--- src/rtl/strobe_in_pkg.sv ---
package strobe_in_pkg;

  localparam int STAT_W = 4;
  localparam int CMD_IDX_W = 3;

  typedef struct packed {
    logic irq;
    logic ie;
    logic full;
    logic stb_idle;
  } chan_stat_t;

  function automatic chan_stat_t pack_status(input logic stb_idle, input logic full,
                                             input logic ie, input logic irq);
    chan_stat_t s;
    s.stb_idle = stb_idle;
    s.full     = full;
    s.ie       = ie;
    s.irq      = irq;
    return s;
  endfunction

  function automatic logic cmd_hits(input logic [CMD_IDX_W-1:0] idx,
                                    input logic [CMD_IDX_W-1:0] pos);
    return idx == pos;
  endfunction

  function automatic logic irq_term(input logic ie, input logic full, input logic stb_idle,
                                    input logic rd_idle, input logic rd_ending);
    return ie & full & stb_idle & rd_idle & ~rd_ending;
  endfunction

endpackage

--- src/rtl/sync_stage.sv ---
module sync_stage #(
  parameter int W = 1,
  parameter int STAGES = 2,
  parameter logic RST_VAL = 1'b0
) (
  input  logic         clk_i,
  input  logic         rst_ni,
  input  logic [W-1:0] d_i,
  output logic [W-1:0] q_o
);

  logic [W-1:0] chain_q [STAGES];

  generate
    for (genvar s = 0; s < STAGES; s++) begin : g_stage
      always_ff @(posedge clk_i or negedge rst_ni) begin
        if (!rst_ni) chain_q[s] <= {W{RST_VAL}};
        else if (s == 0) chain_q[s] <= d_i;
        else chain_q[s] <= chain_q[(s == 0) ? 0 : s-1];
      end
    end
  endgenerate

  assign q_o = chain_q[STAGES-1];

endmodule

--- src/rtl/edge_find.sv ---
module edge_find #(
  parameter logic RST_VAL = 1'b1
) (
  input  logic clk_i,
  input  logic rst_ni,
  input  logic lvl_i,
  output logic rise_o,
  output logic fall_o
);

  logic prev_q;

  always_ff @(posedge clk_i or negedge rst_ni) begin
    if (!rst_ni) prev_q <= RST_VAL;
    else prev_q <= lvl_i;
  end

  assign rise_o = ~prev_q & lvl_i;
  assign fall_o = prev_q & ~lvl_i;

endmodule

--- src/rtl/handshake_core.sv ---
module handshake_core
  import strobe_in_pkg::*;
#(
  parameter int DATA_W = 8
) (
  input  logic              clk_i,
  input  logic              rst_ni,
  input  logic              stb_s_i,
  input  logic              rd_s_i,
  input  logic [DATA_W-1:0] data_s_i,
  input  logic              ie_i,
  output logic [DATA_W-1:0] latch_o,
  output logic              full_o,
  output logic              irq_o
);

  logic stb_rise, stb_fall, rd_rise, rd_fall;
  logic [DATA_W-1:0] latch_q;
  logic full_q, irq_q, irq_d;

  edge_find #(.RST_VAL(1'b1)) i_stb_edge (
    .clk_i(clk_i), .rst_ni(rst_ni), .lvl_i(stb_s_i), .rise_o(stb_rise), .fall_o(stb_fall));
  edge_find #(.RST_VAL(1'b1)) i_rd_edge (
    .clk_i(clk_i), .rst_ni(rst_ni), .lvl_i(rd_s_i), .rise_o(rd_rise), .fall_o(rd_fall));

  always_ff @(posedge clk_i or negedge rst_ni) begin
    if (!rst_ni) latch_q <= '0;
    else if (stb_fall) latch_q <= data_s_i;
  end

  always_ff @(posedge clk_i or negedge rst_ni) begin
    if (!rst_ni) full_q <= 1'b0;
    else if (stb_fall) full_q <= 1'b1;
    else if (rd_rise) full_q <= 1'b0;
  end

  assign irq_d = irq_term(ie_i, full_q, stb_s_i, rd_s_i, rd_rise);

  always_ff @(posedge clk_i or negedge rst_ni) begin
    if (!rst_ni) irq_q <= 1'b0;
    else irq_q <= irq_d;
  end

  assign latch_o = latch_q;
  assign full_o  = full_q;
  assign irq_o   = irq_q;

  assert_fill_on_strobe_R3: assert property (@(posedge clk_i) disable iff (!rst_ni)
    stb_fall |=> full_q);
  assert_full_holds_R3: assert property (@(posedge clk_i) disable iff (!rst_ni)
    (full_q && !rd_rise) |=> full_q);
  assert_empty_on_read_end_R6: assert property (@(posedge clk_i) disable iff (!rst_ni)
    (rd_rise && !stb_fall) |=> !full_q);
  assert_latch_moves_only_on_strobe_R2: assert property (@(posedge clk_i) disable iff (!rst_ni)
    !stb_fall |=> $stable(latch_q));
  assert_read_start_drops_irq_R5: assert property (@(posedge clk_i) disable iff (!rst_ni)
    rd_fall |=> !irq_q);
  assert_irq_needs_enable_R4: assert property (@(posedge clk_i) disable iff (!rst_ni)
    !ie_i |=> !irq_q);
  assert_release_raises_irq_R4: assert property (@(posedge clk_i) disable iff (!rst_ni)
    (stb_rise && full_q && ie_i && rd_s_i && !rd_rise) |=> irq_q);

endmodule

--- src/rtl/strobe_in_channel.sv ---
module strobe_in_channel
  import strobe_in_pkg::*;
#(
  parameter int DATA_W = 8,
  parameter int SYNC_STAGES = 2,
  parameter int IE_POS = 4
) (
  input  logic                 clk_i,
  input  logic                 rst_ni,
  input  logic [DATA_W-1:0]    per_data_i,
  input  logic                 per_stb_ni,
  input  logic                 cpu_rd_ni,
  input  logic                 bit_cmd_valid_i,
  input  logic [CMD_IDX_W-1:0] bit_cmd_idx_i,
  input  logic                 bit_cmd_val_i,
  output logic [DATA_W-1:0]    rd_data_o,
  output logic                 full_o,
  output logic                 irq_o,
  output logic [STAT_W-1:0]    status_o
);

  localparam logic [CMD_IDX_W-1:0] IE_IDX = CMD_IDX_W'(IE_POS);

  logic [1:0] ctl_s;
  logic [DATA_W-1:0] data_s;
  logic ie_q, ie_hit;
  logic full_w, irq_w;
  chan_stat_t stat_w;

  sync_stage #(.W(2), .STAGES(SYNC_STAGES), .RST_VAL(1'b1)) i_ctl_sync (
    .clk_i(clk_i), .rst_ni(rst_ni), .d_i({cpu_rd_ni, per_stb_ni}), .q_o(ctl_s));

  sync_stage #(.W(DATA_W), .STAGES(SYNC_STAGES), .RST_VAL(1'b0)) i_data_sync (
    .clk_i(clk_i), .rst_ni(rst_ni), .d_i(per_data_i), .q_o(data_s));

  assign ie_hit = bit_cmd_valid_i & cmd_hits(bit_cmd_idx_i, IE_IDX);

  always_ff @(posedge clk_i or negedge rst_ni) begin
    if (!rst_ni) ie_q <= 1'b0;
    else if (ie_hit) ie_q <= bit_cmd_val_i;
  end

  handshake_core #(.DATA_W(DATA_W)) i_core (
    .clk_i(clk_i), .rst_ni(rst_ni), .stb_s_i(ctl_s[0]), .rd_s_i(ctl_s[1]),
    .data_s_i(data_s), .ie_i(ie_q), .latch_o(rd_data_o), .full_o(full_w), .irq_o(irq_w));

  assign stat_w   = pack_status(ctl_s[0], full_w, ie_q, irq_w);
  assign status_o = stat_w;
  assign full_o   = full_w;
  assign irq_o    = irq_w;

  assert_other_index_ignored_R7: assert property (@(posedge clk_i) disable iff (!rst_ni)
    (bit_cmd_valid_i && bit_cmd_idx_i != IE_IDX) |=> $stable(ie_q));
  assert_enable_written_R7: assert property (@(posedge clk_i) disable iff (!rst_ni)
    ie_hit |=> (ie_q == $past(bit_cmd_val_i)));
  assert_status_flags_R9: assert property (@(posedge clk_i) disable iff (!rst_ni)
    (status_o[1] == full_o) && (status_o[3] == irq_o));

endmodule

--- config.mk ---
export PLATFORM = sky130hd
export DESIGN_NAME = strobe_in_channel
export DESIGN_NICKNAME = d
export VERILOG_FILES = /design/src/rtl/strobe_in_pkg.sv /design/src/rtl/sync_stage.sv /design/src/rtl/edge_find.sv /design/src/rtl/handshake_core.sv /design/src/rtl/strobe_in_channel.sv
export SDC_FILE = /design/constraint.sdc
export NUM_CORES = 1
export LEC_CHECK = 0
export BUFFER_PORTS_ARGS = -buffer_cell sky130_fd_sc_hd__buf_2
export CAP_MARGIN = 0
export CORE_ASPECT_RATIO = 1.4
export CORE_MARGIN = 3
export CORE_UTILIZATION = 48
export CTS_CLUSTER_SIZE = 16
export DETAILED_ROUTE_END_ITERATION = 12
export PLACE_DENSITY = 0.76
export REMOVE_ABC_BUFFERS = 1
export SYNTH_ARGS = -nofsm -noshare
export SYNTH_HDL_FRONTEND = slang
export SYNTH_SLANG_ARGS = --single-unit
--- constraint.sdc ---
create_clock -name clk_i -period 1.5 [get_ports clk_i]
set_input_delay 0.075 -clock clk_i [delete_from_list [all_inputs] [get_ports clk_i]]
set_output_delay 0.075 -clock clk_i [all_outputs]
set_load 0.01 [all_outputs]
==> results of run 1 <==
worst max-delay path, cell delays in order (launching register included):
cell and delay (ns):
dfstp_2 0.52, nor2b_1 0.16, buf_4 0.21, mux2_4 0.32
state kept, by name, summed over array words and instances (netlist names):
| signal | count |
|---|---|
| i_core.full_o | 1 |
| i_core.i_rd_edge.prev_q | 1 |
| i_core.i_stb_edge.prev_q | 1 |
| i_core.irq_o | 1 |
| i_core.latch_o | 8 |
| i_ctl_sync.chain_q | 2 |
| i_ctl_sync.q_o | 2 |
| i_data_sync.chain_q | 8 |
| i_data_sync.q_o | 8 |
| ie_q | 1 |
worst paths after layout:
path                       slack (ns)                       to  cells past startpoint
hold / removal                   0.21                     ie_q                      3
setup reg to reg                 0.18        i_core.latch_o[6]                      3
hold reg to reg                  0.35       i_data_sync.q_o[3]                      0
setup / recovery                 0.18        i_core.latch_o[6]                      3
max in group asynchronous        0.75       i_data_sync.q_o[7]                      2
min in group asynchronous        0.31  i_data_sync.chain_q[10]                      2
cells in the mapped netlist:
library cell  instances  area (um2)
a21o_1                1       7.510
buf_6                 1       11.26
nand3_1               1       5.000
nand2_1               1       3.750
dfrtp_1              27       675.7
dfstp_2               6       157.7
mux2_2                1       11.26
mux2_4                8       120.1
nor2_1                1       3.750
buf_4                 4       30.03
nand2b_1              1       6.260
nor2b_1               1       6.260
and4bb_2              1       12.51
layout by cell type, fill, tap and decap left out:
master,instances
a21o_1,1
and4bb_2,1
buf_2,30
buf_4,1
clkbuf_1,1
clkbuf_4,5
clkinv_2,2
dfrtp_1,27
dfstp_2,6
dlygate4sd3_1,12
mux2_2,1
mux2_4,8
nand2_1,1
nand2b_1,1
nand3_1,1
nor2_1,1
nor2b_1,1
layout make-up:
type                    count  area (um2)
flip-flops and latches     33       833.3
fillers                   142       655.6
repair buffers             43       277.8
multi-input cells          16       176.4
clock buffers               6       41.29
well taps                  21       26.28
clock inverters             2       10.01
kinds of logic (layout without fill, tap and decap cells):
kind of cell / Yosys count / count (layout) / synth area share [%]
DFF: 33 / 33 / 79.29
muxes: 9 / 9 / 12.50
and+or+nand+nor: 6 / 6 / 3.571
buffers and inverters: 5 / 51 / 3.929
AOI/OAI and AO/OA: 1 / 1 / 0.7146
metal layers:
layer | share of wire, % | global-route usage [%] | wire length, um
met5 | 0 | 0 | 0
met1 | 39 | 16.37 | 593
met3 | 7.9 | 5.848 | 120
met2 | 49 | 19.96 | 746
met4 | 3.8 | 10.04 | 58
power by group:
part           switching (uW)  leakage, uW  total [uW]  internal (uW)
clock                     274    0.0000320         452            178
sequential               35.3     0.000381        1000            967
combinational            82.0     0.000260         204            122
metrics by stage:
| step | instances | total power [uW] | hold WS (ns) |
|---|---|---|---|
| floorplan | 49 | 1105 | -0.2206 |
| global placement | 101 | 1195 | 0.1301 |
| detailed placement | 101 | 1206 | 0.1497 |
| CTS | 121 | 1684 | 0.1969 |
| global route | 121 | 1757 | 0.2044 |
| finish | 121 | 1658 | 0.2083 |
==> results.yml, run 1 <==
status:
  outcome: "finished, final reports clean"
clock_network:
  cts.sinks: 33
  cts_inserted_buffers: 5
  htreeDepth: 2
  cts_setup_buffers: 0
  clock_latency_ns: 0.33
  cts_resized: 0
  cts_root_buf: "clkbuf_4"
  tritoncts: "done"
  cts.hold.buffers_added: 12
  clock_path_buffers: 2
  clk_pin_slew_ns: 0.09
timing:
  report.final.hold_viol_count: 0
  fin_skew_ns: 0.005878
  finalSetupViolations: 0
  fmax_mhz: 757.3
  relSlewSlack_pct: 55.27
  worstMarginPinSlew_ns: 0.6709
  slew_violations: 0
  layout_min_cycle_time_ns: 1.321
  fin_crit_sh_pct: 88.04
  finalWorstSetupSlack_ns: 0.1794
  grt_setup_unrepaired: "no"
  fin_setup_tns_ns: 0
critical_path:
  worstPathRequired_ns: 1.72
  end_kind: "flip-flop"
  cp.arrival_ns: 1.54
  worst-setup-path-type: "reg -> reg"
  crit_start: "i_core.i_stb_edge.prev_q"
  cp-start-kind: "flip-flop"
  path_max_fanout: 8
  r2r-start: "i_core.i_stb_edge.prev_q"
yosys:
  netlist_area_mm2: 0.001051
  netlist-cell-type-count: 13
  synthCells: 54
  yosys_warnings: 0
  ys_ff_latch: 33
  syn_avg_cell_area_um2: 19.46
  seq_area_frac_synth_pct: 79.29
final_layout:
  area_growth_pct: 29.88
  final_layout_size_suffix_gt1_share_pct: 54.00
  diodes: 0
  num-nets-final: 116
  fin_area_mm2: 0.001365
  final_util_pct: 67.55
detailed_routing:
  ant_nets: 0
  drc: 0
  vias: 551
  wl_mm: 1.519
  wl_per_cell_um: 12.55
  viasPerCell: 4.554
  dr.pass1.iters: 2
  drt_iter0_markers: 7
grt:
  grt_usage_pct: 13.85
  grt_pass1_wl_mm: 2.546
  antenna_found_initial: 0
  grt_max_degree: 34
  grt_pass1_vias: 586
  grt_overflow: 0
die:
  fp.coreArea_mm2: 0.002021
  initial_core_util_pct: 52.01
  die-area_mm2: 0.002795
  die_width_um: 45.55
  ios: 31
  fp.dieH_um: 61.37
  num_rows: 19
placement:
  hpwl_um: 994.4
  dp_slack_ns: 0.1806
  dpl_cell_area_mm2: 0.001194
  portBuffers: 30
  place_congestion: 0.6112
hold_path:
  hp-start: "bit_cmd_idx_i[2]"
  hold_class: "in -> reg"
run:
  maxCapViolCount: 0
power_and_ir_drop:
  p_per_area_mw_per_mm2: 1215
  leakage_uw: 0.0006721
  ir_drop_uv: 943.3
No activity file was read; power rests on OpenSTA's default activity.
==> inputs of run 2 (changes only) <==
--- a/config.mk
+++ b/config.mk
@@ -12,6 +12,7 @@
 export CORE_UTILIZATION = 48
 export CTS_CLUSTER_SIZE = 16
 export DETAILED_ROUTE_END_ITERATION = 12
+export GPL_TIMING_DRIVEN = 0
 export PLACE_DENSITY = 0.76
 export REMOVE_ABC_BUFFERS = 1
 export SYNTH_ARGS = -nofsm -noshare
==> results.yml, run 2 (synthesized netlist as in run 1, its figures left out) <==
status:
  outcome: "finished, final reports clean"
power_and_ir_drop:
  ir_drop_uv: 852.1
  p_per_area_mw_per_mm2: 1238
  leakage_uw: 0.0006716
  total_power_uw: 1704
timing:
  report.final.hold_viol_count: 0
  worstMarginPinSlew_ns: 0.6709
  fin_skew_ns: 0.007001
  hold_ws_ns: 0.2060
  finalSetupViolations: 0
  relSlewSlack_pct: 55.28
  grt_setup_unrepaired: "no"
  fin_crit_sh_pct: 86.35
  layout_min_cycle_time_ns: 1.295
  fmax_mhz: 772.0
  slew_violations: 0
critical_path:
  end_kind: "flip-flop"
  cpPeakStageDelay_ns: 0.53
  cp-start-kind: "flip-flop"
  cp_slowest_cell: "dfstp_2"
  crit_path_cell_trace: "nor2b_4 > mux2_4"
  path_max_fanout: 9
  worstPathRequired_ns: 1.71
  crit_buf_inv: 0
  worst-setup-path-type: "reg -> reg"
  crit_family: "flip-flops"
  cp.arrival_ns: 1.51
detailed_routing:
  ant_nets: 0
  viasPerCell: 4.608
  dr.pass1.iters: 4
  drc: 0
  wl_per_cell_um: 12.13
  wl_mm: 1.456
  drt_iter0_markers: 6
  vias: 553
grt:
  grt_pass1_wl_mm: 2.449
  use_met1_pct: 14.71
  antenna_found_initial: 0
  grt_overflow: 0
  grt_pass1_vias: 559
  grt_max_degree: 34
  met3_usage_pct: 5.263
  grt_usage_pct: 13.70
  grt.busiest_layer: "met2"
  use_met2_pct: 20.36
clock_network:
  clk_pin_slew_ns: 0.09
  clock_latency_ns: 0.32
  cts_root_buf: "clkbuf_4"
  cts.sinks: 33
  cts_setup_buffers: 0
  htreeDepth: 2
  clock_path_buffers: 2
  cts_inserted_buffers: 5
  tritoncts: "done"
die:
  die_width_um: 45.55
  fp.dieH_um: 61.37
  num_rows: 19
  fp.coreArea_mm2: 0.002021
  ios: 31
  die-area_mm2: 0.002795
  initial_core_util_pct: 52.01
final_layout:
  final_layout_size_suffix_gt1_share_pct: 54.55
  final_common_cell: "buf_2"
  num-nets-final: 115
  area_growth_pct: 30.95
  diodes: 0
  final_cell_mix: "buf_2, dfrtp_1, dlygate4sd3_1"
placement:
  portBuffers: 30
  hpwl_um: 919.1
  place_congestion: 0.5979
run:
  maxCapViolCount: 0
hold_path:
  hold_class: "in -> reg"
## run 2: cell types whose count changed in the layout (fill, tap and decap cells not counted), sizes merged
cell	change
buf	-1
clkbuf	+1
clkinv	-2
clkinvlp	+1
## run 2: path summary, 6_finish.rpt
check                                         start            endpoint  slack, ns  cells past startpoint
max                        i_core.i_stb_edge.prev_q   i_core.latch_o[1]       0.20                      2
min                                bit_cmd_idx_i[2]                ie_q       0.21                      3
max reg2reg                i_core.i_stb_edge.prev_q   i_core.latch_o[1]       0.20                      2
min reg2reg                 i_data_sync.chain_q[12]  i_data_sync.q_o[4]       0.36                      0
max in group asynchronous                    rst_ni   i_core.latch_o[6]       0.74                      2
min in group asynchronous                    rst_ni       i_core.full_o       0.33                      2
## run 2: power breakdown
group / switching (uW) / internal, uW / leakage, uW
logic: 81.1 / 122 / 0.000259
registers: 35.4 / 967 / 0.000381
clock network: 269 / 229 / 0.0000315
## run 2: per-stage QoR
step,TNS [ns],worst slack (ns),util [%],std cells,area (um2)
after floorplan,-0.9516,-0.1190,-,49,1010
after global placement,-1.944,-0.2473,58.70,100,1186
after detailed placement,-2.027,-0.2580,58.70,100,1186
after CTS,0,0.008955,67.86,120,1371
after global routing,0,0.1484,68.11,120,1376
final,0,0.2047,68.11,120,1376
## run 2: layout make-up
cell class / count / area (um2)
clock buffers: 7 / 55.05
clock inverters: 1 / 7.507
fillers: 139 / 644.4
multi-input cells: 16 / 183.9
flip-flops and latches: 33 / 833.3
well taps: 21 / 26.28
repair buffers: 42 / 270.3
## run 2: layer usage
| metal | up-vias | part of all wire (%) |
|---|---|---|
| met5 | - | 0 |
| met4 | 0 | 1.9 |
| met3 | 4 | 8.0 |
| met2 | 29 | 54 |
| met1 | 259 | 36 |
| li1 | 261 | - |
## run 2: worst register-to-register path, stage by stage, from the launching register on
cell     delay (ns)
dfstp_2        0.53
nor2b_4        0.33
mux2_4         0.33
## run 2: what timing repair did
item | in CTS | in global routing
hold buffers | 12 | 0
endpoints found under the hold margin | 38 | 0
gates resized for setup | 1 | 1
endpoints found under the setup margin | 9 | 8
==> inputs of run 3 (changes only) <==
--- a/config.mk
+++ b/config.mk
@@ -14,7 +14,6 @@
 export DETAILED_ROUTE_END_ITERATION = 12
 export GPL_TIMING_DRIVEN = 0
 export PLACE_DENSITY = 0.76
-export REMOVE_ABC_BUFFERS = 1
 export SYNTH_ARGS = -nofsm -noshare
 export SYNTH_HDL_FRONTEND = slang
 export SYNTH_SLANG_ARGS = --single-unit
==> results.yml, run 3 (synthesized netlist as in run 1, its figures left out) <==
grt:
  grt_overflow: 0
  grt_pass1_vias: 574
  use_met2_pct: 17.96
  grt_usage_pct: 12.58
  grt_max_degree: 34
  met3_usage_pct: 7.018
  grt_pass1_wl_mm: 2.359
  use_met1_pct: 15.22
  antenna_found_initial: 0
  grt.busiest_layer: "met2"
die:
  ios: 31
  num_rows: 19
  die-area_mm2: 0.002795
  fp.dieH_um: 61.37
  initial_core_util_pct: 52.01
  die_width_um: 45.55
  fp.coreArea_mm2: 0.002021
final_layout:
  final_common_cell: "buf_2"
  area_growth_pct: 33.10
  nFillCells: 121
  final_layout_size_suffix_gt1_share_pct: 55.77
  seqCellArea_um2: 833.3
  final_cells: 125
  final_util_pct: 69.23
  multiInputGateArea_um2: 176.4
  diodes: 0
  final_cell_mix: "buf_2, dfrtp_1, dlygate4sd3_1"
  num-nets-final: 120
timing:
  worstMarginPinSlew_ns: 0.6784
  slew_violations: 0
  fin_skew_ns: 0.007392
  report.final.hold_viol_count: 0
  finalSetupViolations: 0
  grt_setup_unrepaired: "no"
  fmax_mhz: 787.8
  fin_crit_sh_pct: 84.63
  fin_setup_tns_ns: 0
  relSlewSlack_pct: 54.77
  layout_min_cycle_time_ns: 1.269
critical_path:
  cp-start-kind: "flip-flop"
  cp.arrival_ns: 1.47
  end_kind: "flip-flop"
  worstPathRequired_ns: 1.70
  path_max_fanout: 9
  rr_worst_depth: 3
  worst-setup-path-type: "reg -> reg"
clock_network:
  clock_latency_ns: 0.31
  cts_inserted_buffers: 5
  clock_path_buffers: 2
  tritoncts: "done"
  clk_pin_slew_ns: 0.09
  htreeDepth: 2
  cts.sinks: 33
  cts_setup_buffers: 0
  cts_resized: 0
  cts_root_buf: "clkbuf_4"
detailed_routing:
  wl_per_cell_um: 11.15
  drt_iter0_markers: 6
  wl_mm: 1.394
  viasPerCell: 4.488
  drc: 0
  dr.pass1.iters: 3
  ant_nets: 0
  vias: 561
power_and_ir_drop:
  p_per_area_mw_per_mm2: 1185
  leakage_uw: 0.0006929
  ir_drop_uv: 1000
status:
  outcome: "finished, final reports clean"
hold_path:
  hold_class: "in -> reg"
  whs_path_depth: 3
placement:
  place_inst: 105
  portBuffers: 30
  place_congestion: 0.6414
yosys:
  synth_nets: 71
run:
  maxCapViolCount: 0
==> run 3: cell count changes in the layout (fill, tap and decap cells not counted), sizes merged <==
cell      previous run  this run
clkinv               0         2
buf                 30        35
clkbuf               7         6
clkinvlp             1         0
==> run 3: worst paths after layout <==
check	startpoint	to	slack [ns]
setup / recovery	i_core.i_stb_edge.prev_q	i_core.latch_o[3]	0.23
hold / removal	bit_cmd_idx_i[2]	ie_q	0.22
setup reg to reg	i_core.i_stb_edge.prev_q	i_core.latch_o[3]	0.23
hold reg to reg	i_data_sync.chain_q[12]	i_data_sync.q_o[4]	0.34
max in group asynchronous	rst_ni	i_data_sync.chain_q[14]	0.74
min in group asynchronous	rst_ni	i_data_sync.q_o[4]	0.33
==> run 3: metal layers <==
metal	vias to the layer above	share of wire, %
li1	270	-
met1	262	42
met2	27	49
met3	2	6.7
met4	0	1.9
met5	-	0
==> run 3: where the power goes <==
group	total, uW	internal [uW]	switching [uW]
Clock	438	178	259
Sequential	1000	967	34.8
Combinational	218	136	83.0
==> run 3: cell type report <==
cell class	instances	share of cell area, %
repair buffers	42	19.32
flip-flops and latches	33	59.57
multi-input cells	16	12.61
clock buffers	6	2.952
well taps	21	1.878
plain buffers	5	2.952
clock inverters	2	0.7156
==> run 3: stage by stage <==
step                instance area, um2  total power (uW)  setup slack [ns]  hold WS, ns
finish                            1399              1658            0.2306       0.2179
global route                      1399              1761            0.1948       0.1987
CTS                               1399              1692            0.2161       0.2062
detailed placement                1227              1220            0.2449       0.1530
global placement                  1227              1211            0.2516       0.1386
floorplan                         1051              1123            0.2863      -0.2206
==> run 3: what timing repair did <==
| action | in CTS | in global routing |
|---|---|---|
| hold endpoints to repair | 38 | 0 |
| hold buffers | 12 | 0 |
| setup endpoints to repair | 0 | 0 |
==> run 3: critical path: stages, from the launching register on <==
cell and delay (ns):
dfstp_2 0.52, nor2b_1 0.15, buf_6 0.18, mux2_4 0.31
